--- config.mk ---
export PLATFORM = sky130hd
export DESIGN_NAME = afifo_window_monitor
export DESIGN_NICKNAME = d
export VERILOG_FILES = /design/src/rtl/afw_pkg.sv /design/src/rtl/afw_thr_regs.sv /design/src/rtl/afw_chan_cmp.sv /design/src/rtl/afw_flag_bank.sv /design/src/rtl/afifo_window_monitor.sv
export SDC_FILE = /design/constraint.sdc
export NUM_CORES = 1
export LEC_CHECK = 0
export BUFFER_PORTS_ARGS = -buffer_cell sky130_fd_sc_hd__buf_2
export CORE_MARGIN = 1
export CORE_UTILIZATION = 46
export CTS_CLUSTER_SIZE = 25
export DETAILED_ROUTE_END_ITERATION = 8
export PLACE_DENSITY = 0.77
export SYNTH_ARGS = -nofsm -noshare
export SYNTH_HDL_FRONTEND = slang
export SYNTH_SLANG_ARGS = --single-unit
--- constraint.sdc ---
create_clock -name clk -period 1.8 [get_ports clk]
set_input_delay 0.45 -clock clk [delete_from_list [all_inputs] [get_ports clk]]
set_output_delay 0.45 -clock clk [all_outputs]
set_load 0.1 [all_outputs]
--- src/rtl/afw_pkg.sv ---
package afw_pkg;
  typedef struct packed {
    logic below;
    logic above;
  } afw_cmp_t;

  function automatic int afw_clamp(input int v, input int lo, input int hi);
    if (v < lo) return lo;
    if (v > hi) return hi;
    return v;
  endfunction
endpackage

--- src/rtl/afw_thr_regs.sv ---
module afw_thr_regs #(
  parameter int THR_W   = 5,
  parameter int MIN_RST = 2,
  parameter int MAX_RST = 15,
  parameter int MIN_LO  = 1,
  parameter int MIN_HI  = 23,
  parameter int MAX_LO  = 0,
  parameter int MAX_HI  = 22
) (
  input  logic             clk,
  input  logic             rst,
  input  logic             min_we,
  input  logic             max_we,
  input  logic [THR_W-1:0] wdata,
  output logic [THR_W-1:0] thr_min,
  output logic [THR_W-1:0] thr_max
);
  import afw_pkg::*;

  localparam logic [THR_W-1:0] MIN_RST_V = THR_W'(MIN_RST);
  localparam logic [THR_W-1:0] MAX_RST_V = THR_W'(MAX_RST);

  logic [THR_W-1:0] min_cl, max_cl;

  always_comb begin
    min_cl = THR_W'(afw_clamp(int'(wdata), MIN_LO, MIN_HI));
    max_cl = THR_W'(afw_clamp(int'(wdata), MAX_LO, MAX_HI));
  end

  always_ff @(posedge clk) begin
    if (rst) begin
      thr_min <= MIN_RST_V;
      thr_max <= MAX_RST_V;
    end else begin
      if (min_we) thr_min <= min_cl;
      if (max_we) thr_max <= max_cl;
    end
  end
endmodule

--- src/rtl/afw_chan_cmp.sv ---
module afw_chan_cmp #(
  parameter int LVL_W = 5,
  parameter int THR_W = 5
) (
  input  logic             clk,
  input  logic             rst,
  input  logic [LVL_W-1:0] lvl,
  input  logic [THR_W-1:0] thr_min,
  input  logic [THR_W-1:0] thr_max,
  output logic             evt_next,
  output logic             evt_q
);
  import afw_pkg::*;

  afw_cmp_t cmp;
  logic     viol;
  logic     viol_q;

  always_comb begin
    cmp.below = int'(lvl) < int'(thr_min);
    cmp.above = int'(lvl) > int'(thr_max);
    viol      = cmp.below | cmp.above;
    evt_next  = viol & ~viol_q;
  end

  always_ff @(posedge clk) begin
    if (rst) begin
      viol_q <= 1'b0;
      evt_q  <= 1'b0;
    end else begin
      viol_q <= viol;
      evt_q  <= evt_next;
    end
  end
endmodule

--- src/rtl/afw_flag_bank.sv ---
module afw_flag_bank #(
  parameter int NUM_CH = 4
) (
  input  logic              clk,
  input  logic              rst,
  input  logic [NUM_CH-1:0] set_i,
  input  logic              clr_we,
  input  logic [NUM_CH-1:0] clr_mask,
  input  logic [NUM_CH-1:0] irq_en,
  output logic [NUM_CH-1:0] flag_q,
  output logic              irq_q
);
  logic [NUM_CH-1:0] clr_eff;
  logic [NUM_CH-1:0] flag_d;

  always_comb begin
    clr_eff = clr_we ? clr_mask : '0;
    flag_d  = (flag_q & ~clr_eff) | set_i;
  end

  always_ff @(posedge clk) begin
    if (rst) begin
      flag_q <= '0;
      irq_q  <= 1'b0;
    end else begin
      flag_q <= flag_d;
      irq_q  <= |(flag_d & irq_en);
    end
  end
endmodule

--- src/rtl/afifo_window_monitor.sv ---
module afifo_window_monitor #(
  parameter int NUM_CH  = 4,
  parameter int LVL_W   = 5,
  parameter int THR_W   = 5,
  parameter int MIN_RST = 2,
  parameter int MAX_RST = 15,
  parameter int MIN_LO  = 1,
  parameter int MIN_HI  = 23,
  parameter int MAX_LO  = 0,
  parameter int MAX_HI  = 22
) (
  input  logic                    clk,
  input  logic                    rst,
  input  logic [NUM_CH*LVL_W-1:0] lvl_i,
  input  logic                    thr_min_we,
  input  logic                    thr_max_we,
  input  logic [THR_W-1:0]        thr_wdata,
  input  logic                    clr_we,
  input  logic [NUM_CH-1:0]       clr_mask,
  input  logic [NUM_CH-1:0]       irq_en,
  output logic [THR_W-1:0]        thr_min_o,
  output logic [THR_W-1:0]        thr_max_o,
  output logic [NUM_CH-1:0]       evt_o,
  output logic [NUM_CH-1:0]       flag_o,
  output logic                    irq_o
);
  logic [NUM_CH-1:0] evt_next;

  afw_thr_regs #(
    .THR_W(THR_W), .MIN_RST(MIN_RST), .MAX_RST(MAX_RST),
    .MIN_LO(MIN_LO), .MIN_HI(MIN_HI), .MAX_LO(MAX_LO), .MAX_HI(MAX_HI)
  ) u_thr (
    .clk(clk), .rst(rst), .min_we(thr_min_we), .max_we(thr_max_we),
    .wdata(thr_wdata), .thr_min(thr_min_o), .thr_max(thr_max_o)
  );

  for (genvar c = 0; c < NUM_CH; c++) begin : g_ch
    afw_chan_cmp #(.LVL_W(LVL_W), .THR_W(THR_W)) u_cmp (
      .clk(clk), .rst(rst),
      .lvl(lvl_i[c*LVL_W +: LVL_W]),
      .thr_min(thr_min_o), .thr_max(thr_max_o),
      .evt_next(evt_next[c]), .evt_q(evt_o[c])
    );
  end

  afw_flag_bank #(.NUM_CH(NUM_CH)) u_flags (
    .clk(clk), .rst(rst), .set_i(evt_next),
    .clr_we(clr_we), .clr_mask(clr_mask), .irq_en(irq_en),
    .flag_q(flag_o), .irq_q(irq_o)
  );
endmodule

==> results of run 1 <==
[power groups by stage]
stage | Combinational [µW] | Clock [µW] | Sequential, µW
final | 834 | 307 | 593
after global routing | 896 | 345 | 599
after CTS | 779 | 313 | 593
after detailed placement | 767 | 0 | 604
after global placement | 757 | 0 | 603
after floorplan | 363 | 0 | 828
[flip-flops by register name (all words and copies together), names as in the netlist]
register           cells
g_ch.u_cmp.evt_q       4
u_thr.thr_min          5
g_ch.u_cmp.viol_q      4
u_flags.flag_q         4
u_thr.thr_max          5
u_flags.irq_q          1
[cell type report]
type	instances	area share [%]
clock buffer	3	1.76
timing repair buffer	69	16.1
inverter	16	3.26
sequential	23	21.2
clock inverter	1	0.214
tap	46	2.46
multi-input combinational	165	55.0
[logic make-up after synthesis]
logic type / Yosys count / synth area share [%]
AO/OA/AOI/OAI: 53 / 18.1
adder cells (fa/ha/maj): 36 / 26.2
buffers and inverters: 24 / 6.12
flip-flops: 23 / 26.8
multiplexers: 3 / 1.75
AND/OR/NAND/NOR: 73 / 20.9
[final timing paths]
kind / from / to / cells past startpoint
setup reg to reg: u_thr.thr_max[2]$_SDFFE_PP1P_ / u_flags.irq_q$_SDFF_PP0_ / 8
hold / removal: thr_min_we / u_thr.thr_min[2]$_SDFFE_PP0P_ / 2
setup / recovery: u_thr.thr_max[2]$_SDFFE_PP1P_ / u_flags.irq_q$_SDFF_PP0_ / 8
hold reg to reg: u_flags.flag_q[3]$_SDFF_PP0_ / u_flags.flag_q[3]$_SDFF_PP0_ / 2
[worst max-delay path: stages, from the launching register on]
cell      delay [ns]
dfxtp_4         0.37
inv_6           0.08
ha_4            0.20
o21ai_2         0.13
a21oi_2         0.04
o31a_1          0.32
a221oi_2        0.28
a21o_1          0.20
o311ai_2        0.11
[routing by layer]
metal	vias up	share of wire [%]
met1	784	45
met2	40	51
met3	2	3.7
met4	0	0.38
li1	881	-
met5	-	0
[Yosys cell counts]
cell type / count / area [µm²]
and2_1: 1 / 6.26
mux2i_1: 3 / 30.0
o311a_1: 1 / 10.0
nor2_1: 26 / 97.6
inv_1: 16 / 60.1
and4_1: 2 / 17.5
o21a_1: 1 / 7.51
nor3_1: 3 / 15.0
or2_1: 2 / 12.5
a31oi_1: 2 / 12.5
o2111ai_1: 1 / 8.76
a2111oi_0: 1 / 8.76
nand2_1: 13 / 48.8
nor2b_1: 8 / 50.1
o31a_1: 1 / 8.76
nand3_1: 8 / 40.0
dfxtp_1: 23 / 460
o21ai_1: 2 / 10.0
or2_2: 3 / 18.8
o21ai_0: 12 / 60.1
and3_1: 1 / 6.26
buf_4: 4 / 30.0
a221oi_1: 1 / 8.76
a21o_1: 1 / 7.51
o311ai_1: 1 / 8.76
a22oi_1: 2 / 15.0
a211oi_1: 1 / 7.51
clkbuf_1: 4 / 15.0
ha_1: 36 / 450
a211o_1: 2 / 17.5
or4b_1: 1 / 10.0
nand2b_1: 3 / 18.8
and3_4: 1 / 11.3
nor4_1: 1 / 6.26
a21oi_1: 24 / 120
[stage by stage]
stage	worst slack [ns]	hold slack, ns	setup TNS [ns]	cell area [µm²]	total power [µW]
after floorplan	-0.0694	0.471	-0.0694	1790	1190
after global placement	-0.141	0.460	-0.627	2160	1360
after detailed placement	-0.151	0.461	-0.674	2160	1370
after CTS	0.00528	0.453	0	2220	1680
after global routing	-0.102	0.458	-0.173	2340	1840
final	-0.0678	0.461	-0.0678	2340	1730
[what timing repair did]
action                     4_1_cts  5_1_grt
pin swaps                        2        5
buffers inserted                 0        3
setup endpoints to repair        1        5
gates resized for setup          5       19
==> metrics.cfg, run 1 <==
[final_layout]
final_common_cell = buf_2
areaGrowthSynthToFinish_pct = 36.3
n_fill_cell = 309
nets = 352
final_core_util_pct = 68.0
antenna-diode-count = 0
seqCellArea_um2 = 495
multi_input_area_um2 = 1290
drive_gt1_share_pct = 39.7
final_cell_mix = 56 x buf_2, 30 x ha_1, 26 x nor2_1, 22 x a21oi_1
layout.cells.non_filler = 323

[timing]
fin_ws_ns = -0.0678
worst_pin_slew_ns = 0.492
setup_viol_count_final = 1
hold_violations = 0
skew_ns = 0.00338
max_freq_mhz = 535
period_minus_slack_ns = 1.87
rsz0062_at_grt = true
post-route-period-util_pct = 104
maxSlewHeadroom_pct = 67.4
drv_slew = 0

[floorplan]
die_h_um = 63.1
die_x_um = 63.1
io_pins = 57
rows = 21
dieArea_um2 = 3980
fp.coreArea_um2 = 3440
initial_core_util_pct = 49.9

[placed_design]
hpwl_um = 3280
port_buffers = 56
dp_cells = 316
place.gp.congestion = 0.791

[logic_synthesis]
syn_inst = 212
postSynthNetCount = 286
ys_types = 35
synth.ff_latch_count = 23
synth_seq_area_share_pct = 26.8
synth.cell_area_um2 = 1720
yosys_warnings = 0
avgSynthCellArea_um2 = 8.10

[power]
ir_drop_mv = 0.757
seqPwrFrac_pct = 34.2
clkPwrFrac_pct = 17.7
powerDensity_nw_per_um2 = 741
combPwrFrac_pct = 48.1
intPower_uw = 972
leakage_uw = 0.00112
power_switching_uw = 763
switching_share_pct = 44.0

[clocking]
clkSlewWorstSetupHoldPaths_ns = 0.08
cts_buffer_depth = 2
cts.sinks = 23
holdBufCountCts = 0
cts_htree_levels = 1
worstSkewPairLatency_ns = 0.26
cts-root-buf = clkbuf_8
cts_tree = done
cts_buffers = 3

[route]
avgRoutedWirePerCell_um = 13.7
drc = 0
ant_nets = 0
drt-total-wl_um = 4420
drtIter0Drc = 82
drt-pass1-iter-count = 4
vias_per_cell = 5.28
vias = 1707

[critical_path]
critPathLaunchType = flop
rrSetupSlack_ns = -0.07
endpoint_kind = flop
worst_ep_arrival_time_ns = 2.00
critPathRequiredTime_ns = 1.93
worstSetupPathType = flop to flop
cp_max_fo = 4

[flow_run]
cap_violations = 0

[global_routing]
grt_pass1_wl_um = 6760
grt_pass1_vias = 1525
grt-ovfl-total = 0
grt_usage_pct = 21.5
use_met3_pct = 4.53
grt_use_met1_pct = 26.2
antenna_found_initial = 0
gr-max-usage-layer = met2
gr-usage-met2_pct = 38.3
grt_max_degree = 25

[run_status]
status = finished, violations left
violations = negative setup slack

[min_path]
holdCritPathClass = input port to flop

(Power assumes the default switching activity.)
==> inputs of run 2 (changes only) <==
--- a/config.mk
+++ b/config.mk
@@ -7,10 +7,10 @@
 export LEC_CHECK = 0
 export BUFFER_PORTS_ARGS = -buffer_cell sky130_fd_sc_hd__buf_2
 export CORE_MARGIN = 1
-export CORE_UTILIZATION = 46
+export CORE_UTILIZATION = 54
 export CTS_CLUSTER_SIZE = 25
 export DETAILED_ROUTE_END_ITERATION = 8
-export PLACE_DENSITY = 0.77
+export PLACE_DENSITY = 0.85
 export SYNTH_ARGS = -nofsm -noshare
 export SYNTH_HDL_FRONTEND = slang
 export SYNTH_SLANG_ARGS = --single-unit
==> constraint.sdc (replaced) <==
create_clock -name clk -period 2.2 [get_ports clk]
set_input_delay 0.55 -clock clk [delete_from_list [all_inputs] [get_ports clk]]
set_output_delay 0.55 -clock clk [all_outputs]
set_load 0.1 [all_outputs]
==> run 2 against run 1 <==
Compared with the run above:
- the run now ends clean
- non-clock buffer count is 13 lower
- sequential power is 18% lower
- power is 25% lower
- largest power group unchanged
==> metrics.cfg, run 2 (synthesis results as in run 1) <==
[run_status]
status = completed

[clocking]
clkSlewWorstSetupHoldPaths_ns = 0.13
holdBufCountCts = 0
cts_htree_levels = 1
cts_buffers = 3
post_cts_resized = 0
cts-root-buf = clkbuf_4
worstSkewPairLatency_ns = 0.32
cts_tree = done
post_cts_buffers = 0
cts_buffer_depth = 2
cts.sinks = 23

[critical_path]
reg2reg_depth = 7
reg2reg_to = u_flags.irq_q$_SDFF_PP0_
cp_max_fo = 5
worstSetupPathType = flop to flop
critPathLaunchType = flop
rrSetupSlack_ns = 0.27
cp-endpoint = u_flags.irq_q$_SDFF_PP0_
critPathRequiredTime_ns = 2.43
crit_start = u_thr.thr_max[3]$_SDFFE_PP1P_
r2r-start = u_thr.thr_max[3]$_SDFFE_PP1P_
endpoint_kind = flop
worst_ep_arrival_time_ns = 2.17

[timing]
setup_tns_ns = 0
setup_viol_count_final = 0
skew_ns = 0.00470
worst_pin_slew_ns = 0.501
post-route-period-util_pct = 87.9
max_freq_mhz = 517
drv_slew = 0
fin_ws_ns = 0.265
maxSlewHeadroom_pct = 66.8
rsz0062_at_grt = false
hold_violations = 0
period_minus_slack_ns = 1.93

[route]
drc = 0
drtIter0Drc = 104
vias_per_cell = 5.44
vias = 1675
drt-total-wl_um = 4080
ant_nets = 0
avgRoutedWirePerCell_um = 13.3
drt-pass1-iter-count = 4

[floorplan]
die_h_um = 58.4
io_pins = 57
die_x_um = 58.4
fp.coreArea_um2 = 3030
dieArea_um2 = 3410
initial_core_util_pct = 56.7
rows = 20

[final_layout]
final_cell_mix = 56 x buf_2, 36 x ha_1, 26 x nor2_1, 24 x a21oi_1, 16 x inv_1
nets = 339
seqCellArea_um2 = 472
multi_input_area_um2 = 1150
fin_area_um2 = 2050
antenna-diode-count = 0
n_fill_cell = 275
top_regs = u_thr.thr_max x5, u_thr.thr_min x5
drive_gt1_share_pct = 27.7
areaGrowthSynthToFinish_pct = 19.3
final_common_cell = buf_2

[power]
ir_drop_mv = 0.465
leakage_uw = 0.00105
p_total_uw = 1290
powerDensity_nw_per_um2 = 632

[global_routing]
antenna_found_initial = 0
grt-ovfl-total = 0
grt_pass1_wl_um = 6720
grt_pass1_vias = 1518
grt_max_degree = 26
grt_usage_pct = 25.9

[placed_design]
place_area_um2 = 2020
hpwl_um = 3330
pre_cts_slack_ns = 0.0730
place.gp.congestion = 0.867
port_buffers = 56

[flow_run]
cap_violations = 0

[min_path]
holdCritPathClass = flop to flop

## run 2: layer usage
metal,part of all wire [%],up-vias,wire length (µm),GRT usage (%)
li1,-,854,-,-
met3,4.8,6,197,4.84
met4,1.2,0,48,7.82
met1,43,766,1750,30.9
met5,0,-,0,0
met2,51,49,2090,47.0
## run 2: through the flow
| step | instances | hold WS [ns] | utilization [%] |
|---|---|---|---|
| 2_1_floorplan | 212 | 0.471 | - |
| 3_3_place_gp | 304 | 0.455 | 66.7 |
| 3_5_place_dp | 304 | 0.456 | 66.7 |
| 4_1_cts | 308 | 0.481 | 67.6 |
| 5_1_grt | 308 | 0.476 | 67.6 |
| 6_report | 308 | 0.481 | 67.6 |
## run 2: how the worst min path moves through the flow
stage                                          end                       startpoint  slack [ns]  cells after the start
CTS                   u_flags.flag_q[2]$_SDFF_PP0_     u_flags.flag_q[2]$_SDFF_PP0_        0.48                      2
finish                u_flags.flag_q[3]$_SDFF_PP0_     u_flags.flag_q[3]$_SDFF_PP0_        0.48                      2
detailed placement   u_thr.thr_min[1]$_SDFFE_PP1P_    u_thr.thr_min[1]$_SDFFE_PP1P_        0.46                      1
global route         u_thr.thr_min[2]$_SDFFE_PP0P_                       thr_min_we        0.48                      2
floorplan           g_ch[3].u_cmp.evt_q$_SDFF_PP0_  g_ch[3].u_cmp.viol_q$_SDFF_PP0_        0.47                      2
global placement     u_thr.thr_min[1]$_SDFFE_PP1P_    u_thr.thr_min[1]$_SDFFE_PP1P_        0.45                      1
## run 2: layout make-up
cell class                      instances  share of cell area (%)
Clock buffer                            3                    1.10
Sequential cell                        23                    23.0
Tap cell                               44                    2.69
Timing Repair Buffer                   56                    13.7
Inverter                               16                    2.93
Multi-Input combinational cell        165                    56.2
Clock inverter                          1                   0.367
## run 2: critical path, stage by stage, from the launching register on
cell and delay (ns):
dfxtp_2 0.35, inv_1 0.20, ha_1 0.29, and4_1 0.20, a21oi_1 0.15, a22oi_1 0.14
or2_1 0.28, o311ai_1 0.24
## run 2: power by group
| group | internal (µW) | leakage (µW) | switching, µW |
|---|---|---|---|
| registers | 462 | 0.000191 | 24.4 |
| clock network | 69.4 | 0.0000139 | 134 |
| logic | 166 | 0.000847 | 439 |
